<file path="config.mk">
export PLATFORM = sky130hd
export DESIGN_NAME = nmi_err_gate
export DESIGN_NICKNAME = d
export VERILOG_FILES = /design/src/rtl/nmi_gate_pkg.sv /design/src/rtl/nmi_in_sync.sv /design/src/rtl/nmi_src_flags.sv /design/src/rtl/nmi_combine.sv /design/src/rtl/nmi_err_gate.sv
export SDC_FILE = /design/constraint.sdc
export NUM_CORES = 1
export LEC_CHECK = 0
export ABC_AREA = 1
export BUFFER_PORTS_ARGS = -buffer_cell sky130_fd_sc_hd__clkbuf_2
export CAP_MARGIN = 25
export CORE_AREA = 2 2 39 41
export DETAILED_ROUTE_END_ITERATION = 8
export DIE_AREA = 0 0 41 43
export SKIP_LAST_GASP = 1
export SYNTH_ARGS = -nofsm -noshare
export SYNTH_HDL_FRONTEND = slang
export SYNTH_SLANG_ARGS = --single-unit
</file>
<file path="constraint.sdc">
create_clock -name clk -period 1.1 [get_ports clk]
set_clock_uncertainty 0.1 [all_clocks]
set_input_delay 0.11 -clock clk [delete_from_list [all_inputs] [get_ports clk]]
set_output_delay 0.11 -clock clk [all_outputs]
set_load 0.005 [all_outputs]
</file>
<file path="src/rtl/nmi_gate_pkg.sv">
package nmi_gate_pkg;
  localparam int NUM_SRC   = 3;
  localparam int SRC_PERR  = 0;
  localparam int SRC_SERR  = 1;
  localparam int SRC_IOCHK = 2;

  typedef struct packed {
    logic perr_en;
    logic serr_en;
    logic perr_to_serr;
    logic pci_err_en;
    logic chk_en;
    logic mask;
  } nmi_cfg_t;
endpackage

</file>
<file path="src/rtl/nmi_in_sync.sv">
module nmi_in_sync #(
  parameter int WIDTH  = 3,
  parameter int STAGES = 2
) (
  input  logic             clk,
  input  logic             rst,
  input  logic [WIDTH-1:0] async_i,
  output logic [WIDTH-1:0] sync_o
);
  logic [WIDTH-1:0] stage_q [STAGES];

  always_ff @(posedge clk) begin
    if (rst) stage_q[0] <= '0;
    else     stage_q[0] <= async_i;
  end

  for (genvar s = 1; s < STAGES; s++) begin : g_stage
    always_ff @(posedge clk) begin
      if (rst) stage_q[s] <= '0;
      else     stage_q[s] <= stage_q[s-1];
    end
  end

  assign sync_o = stage_q[STAGES-1];
endmodule

</file>
<file path="src/rtl/nmi_src_flags.sv">
module nmi_src_flags #(
  parameter int NUM = 3
) (
  input  logic           clk,
  input  logic           rst,
  input  logic [NUM-1:0] err_i,
  input  logic [NUM-1:0] keep_i,
  output logic [NUM-1:0] flag_o
);
  for (genvar i = 0; i < NUM; i++) begin : g_flag
    always_ff @(posedge clk) begin
      if (rst)              flag_o[i] <= 1'b0;
      else if (!keep_i[i])  flag_o[i] <= 1'b0;
      else if (err_i[i])    flag_o[i] <= 1'b1;
    end

    // a disabled source ends up cleared
    assert_flag_clear_R5: assert property (@(posedge clk) disable iff (rst)
      !$past(keep_i[i]) |-> !flag_o[i]);
    // flag set by an enabled error and sticky afterwards
    assert_flag_set_R2: assert property (@(posedge clk) disable iff (rst)
      ($past(keep_i[i]) && $past(err_i[i])) |-> flag_o[i]);
    assert_flag_sticky_R4: assert property (@(posedge clk) disable iff (rst)
      ($past(keep_i[i]) && $past(flag_o[i])) |-> flag_o[i]);
  end
endmodule

</file>
<file path="src/rtl/nmi_combine.sv">
module nmi_combine
  import nmi_gate_pkg::*;
(
  input  logic               clk,
  input  logic               rst,
  input  logic [NUM_SRC-1:0] flag_i,
  input  nmi_cfg_t           cfg_i,
  output logic               nmi_o
);
  logic perr_term, serr_term, pci_term, chk_term, nmi_d;

  always_comb begin
    perr_term = flag_i[SRC_PERR] & cfg_i.perr_en & cfg_i.perr_to_serr;
    serr_term = flag_i[SRC_SERR] & cfg_i.serr_en;
    pci_term  = (perr_term | serr_term) & cfg_i.pci_err_en;
    chk_term  = flag_i[SRC_IOCHK] & cfg_i.chk_en;
    nmi_d     = (pci_term | chk_term) & ~cfg_i.mask;
  end

  always_ff @(posedge clk) begin
    if (rst) nmi_o <= 1'b0;
    else     nmi_o <= nmi_d;
  end

  assert_mask_blocks_R8: assert property (@(posedge clk) disable iff (rst)
    $past(cfg_i.mask) |-> !nmi_o);
  assert_parity_gate_R6: assert property (@(posedge clk) disable iff (rst)
    ($past(!(cfg_i.perr_en && cfg_i.perr_to_serr)) &&
     $past(flag_i[SRC_SERR] == 1'b0) && $past(flag_i[SRC_IOCHK] == 1'b0)) |-> !nmi_o);
  assert_serr_gate_R7: assert property (@(posedge clk) disable iff (rst)
    ($past(!cfg_i.serr_en) && $past(flag_i[SRC_PERR] == 1'b0) &&
     $past(flag_i[SRC_IOCHK] == 1'b0)) |-> !nmi_o);
  assert_nmi_needs_flag_R9: assert property (@(posedge clk) disable iff (rst)
    nmi_o |-> $past(|flag_i));
endmodule

</file>
<file path="src/rtl/nmi_err_gate.sv">
module nmi_err_gate
  import nmi_gate_pkg::*;
#(
  parameter int SYNC_STAGES = 2
) (
  input  logic               clk,
  input  logic               rst,
  input  logic               perr_n,
  input  logic               serr_n,
  input  logic               iochk_n,
  input  logic               cmd_perr_en,
  input  logic               cmd_serr_en,
  input  logic               fc_perr_to_serr,
  input  logic               pb_pci_err_en,
  input  logic               pb_chk_en,
  input  logic               nmi_mask,
  output logic               nmi_o,
  output logic [NUM_SRC-1:0] err_flags_o
);
  logic [NUM_SRC-1:0] err_async, err_sync, keep;
  nmi_cfg_t           cfg;

  assign err_async = ~{iochk_n, serr_n, perr_n};
  assign keep      = {pb_chk_en, pb_pci_err_en, pb_pci_err_en};

  always_comb begin
    cfg.perr_en      = cmd_perr_en;
    cfg.serr_en      = cmd_serr_en;
    cfg.perr_to_serr = fc_perr_to_serr;
    cfg.pci_err_en   = pb_pci_err_en;
    cfg.chk_en       = pb_chk_en;
    cfg.mask         = nmi_mask;
  end

  nmi_in_sync #(.WIDTH(NUM_SRC), .STAGES(SYNC_STAGES)) u_sync (
    .clk(clk), .rst(rst), .async_i(err_async), .sync_o(err_sync));

  nmi_src_flags #(.NUM(NUM_SRC)) u_flags (
    .clk(clk), .rst(rst), .err_i(err_sync), .keep_i(keep), .flag_o(err_flags_o));

  nmi_combine u_comb (
    .clk(clk), .rst(rst), .flag_i(err_flags_o), .cfg_i(cfg), .nmi_o(nmi_o));

  // reset state
  assert_reset_clear_R10: assert property (@(posedge clk)
    $past(rst) |-> (!nmi_o && err_flags_o == '0));
endmodule

</file>
==> impl_metrics.py <==
metrics = {
    "outcome": {
        "outcome": "complete, no violations",
    },
    "sta": {
        "setup_viol": 0,
        "min_period_ns": 0.945,
        "rsz0062_at_grt": "no",
        "tightest_slew_ns": 0.166,
        "max_freq_mhz": 1060,
        "holdWs_ns": 0.0231,
        "fin_tns_setup_ns": 0,
        "hold_viol_final": 0,
        "relSlewSlack_pct": 88.9,
        "post-route-period-util_pct": 85.9,
        "slew_viol_final": 0,
    },
    "cts": {
        "cts_buffers": 3,
        "clk_pin_slew_ns": 0.06,
        "cts_buffer_depth": 2,
        "clock_latency_ns": 0.26,
        "htree_levels": 1,
        "cts_root_buffer": "clkbuf_4",
        "cts_sinks": 10,
        "cts_resized": 0,
        "tritoncts": "yes",
    },
    "synth": {
        "syn_avg_cell_area_um2": 8.90,
        "synthDistinctLibCells": 9,
        "synth_area_leaders": "dfxtp_1 (64%), nor2_1 (13%), nand2_1 (6.0%)",
        "syn_area_um2": 312,
        "synth_top_cell_by_area": "dfxtp_1",
        "ys_ff_latch": 10,
        "postSynthCellCount": 35,
        "syn-num-nets": 46,
        "yosysWarnings": 0,
        "synth_top_cell_area_share_pct": 64.3,
        "synth.yosys.seq_area_share_pct": 64.3,
    },
    "global_routing": {
        "overflow": 0,
        "grt_pass1_wl_um": 724,
        "grt_usage_pct": 7.08,
        "antenna_found_initial": 0,
        "grt_start_max_net_pins": 10,
        "grt_pass1_vias": 181,
    },
    "worst_setup_path": {
        "path_cells": "dlygate4sd3_1 > clkbuf_2 > or2_1 > a21oi_2",
        "startpoint_type": "input pin",
        "crit_family": "buffers and inverters",
        "critPathKind": "in2reg",
        "critPathBufInv": 2,
        "endpoint_kind": "register",
        "cp_slowest_stage_delay_ns": 0.53,
        "cp_slowest_cell": "dlygate4sd3_1",
        "cp.required_ns": 1.20,
        "critical_path.max_fanout": 1,
        "crit_arrival_ns": 1.05,
    },
    "power": {
        "p_per_area_nw_per_um2": 1430,
        "ir_drop_mv": 0.783,
        "p_leak_nw": 0.228,
    },
    "final_layout": {
        "num-nets-final": 70,
        "fin_area_um2": 473,
        "num_antenna_cells": 0,
        "fillers": 143,
        "drive_above_1_share_pct": 31.6,
        "area_delta_synth_final_pct": 51.8,
        "fin_cells": 73,
    },
    "drt": {
        "wire_per_inst_um": 7.10,
        "viasPerCell": 3.75,
        "ant_nets": 0,
        "wl_um": 518,
        "top_layer_used": "met4",
        "drt-initial-drc-count": 4,
        "dr.pass1.iters": 2,
        "num_vias": 274,
        "met1Wirelength_um": 221,
        "drcViolationCount": 0,
        "wl_met3_um": 67,
        "wl_met2_um": 221,
    },
    "flow_run": {
        "drv_cap": 0,
    },
    "floorplanning": {
        "num_rows": 14,
        "dieArea_um2": 1760,
        "initial_core_util_pct": 22.5,
        "fp.dieW_um": 41,
        "die_h_um": 43,
        "pin_count": 15,
        "core_area_um2": 1380,
    },
    "placement": {
        "dpl.cell_count": 64,
        "place_area_um2": 390,
        "place_congestion": 0.597,
        "post-dp-hpwl_um": 376,
        "port-buffer-count": 14,
    },
    "min_path": {
        "hp-class": "in2reg",
    },
}
## kinds of logic after synthesis
logic type / Yosys count / synth area share, %
AND/OR/NAND/NOR: 18 / 22.9
flip-flops: 10 / 64.3
AO/OA/AOI/OAI: 2 / 4.42
buffers and inverters: 5 / 8.43
## metrics by stage
stage / utilization [%] / power, mW / worst slack (ns)
after floorplan: - / 0.407 / 0.335
after global placement: 28.2 / 0.426 / 0.324
after detailed placement: 28.2 / 0.427 / 0.309
after CTS: 34.2 / 0.690 / 0.144
after global routing: 34.2 / 0.709 / 0.100
final: 34.2 / 0.674 / 0.155
## cell usage after synthesis (all sizes together)
cell type,n
nor2,11
inv,4
a21oi,1
buf,1
o21ai,1
nand2,5
dfxtp,10
or2,1
nand3,1
## layer usage
metal  up-vias  GRT usage (%)
li1        149              -
met1       109           7.57
met2        13           7.19
met3         3           7.85
met4         0           6.00
met5         -              0
## worst paths after layout
kind / startpoint / to / slack [ns] / cells past startpoint
hold reg to reg: u_sync.stage_q[0][1]$_SDFF_PP0_ / u_sync.stage_q[1][1]$_SDFF_PP0_ / 0.29 / 2
setup / recovery: nmi_mask / u_comb.nmi_o$_SDFF_PP0_ / 0.16 / 4
hold / removal: rst / u_sync.stage_q[0][2]$_SDFF_PP0_ / 0.02 / 2
setup reg to reg: u_flags.flag_o[0]$_SDFFE_PP0P_ / u_comb.nmi_o$_SDFF_PP0_ / 0.31 / 4
## cells in the final DEF, fill, tap and decap left out, drive strengths merged
cell | netlist | layout
a21oi | 1 | 1
nand2 | 5 | 5
inv | 4 | 4
or2 | 1 | 1
dlygate4sd3 | 0 | 6
o21ai | 1 | 1
dfxtp | 10 | 10
nor2 | 11 | 11
nand3 | 1 | 1
clkbuf | 0 | 17
## worst reg2reg max path, cell delays in order (launching register included)
cell,delay [ns]
dfxtp_1,0.35
nand3_1,0.08
nand2_1,0.06
nand2_1,0.05
a21oi_2,0.10
## repair_timing
item                      in CTS  in global routing
hold endpoints to repair       7                  0
hold buffers                   6                  0
setup buffers                  0                  0
## area by class of cell
| cell class | instances | area (um^2) | area share, % |
|---|---|---|---|
| Sequential cell | 10 | 200 | 42.3 |
| Timing Repair Buffer | 20 | 130 | 27.5 |
| Multi-Input combinational cell | 20 | 85.1 | 18.0 |
| Clock buffer | 3 | 22.5 | 4.76 |
| Tap cell | 16 | 20.0 | 4.23 |
| Inverter | 4 | 15.0 | 3.17 |
## state kept, by name, summed over array words and instances (netlist names)
name	count
u_sync.stage_q	6
u_comb.nmi_o	1
u_flags.flag_o	3
## power breakdown
group	switching (mW)	internal [mW]
registers	0.00413	0.375
clock network	0.114	0.126
logic	0.0206	0.0347
total	0.139	0.536
Power figures use the tool's default switching activity.
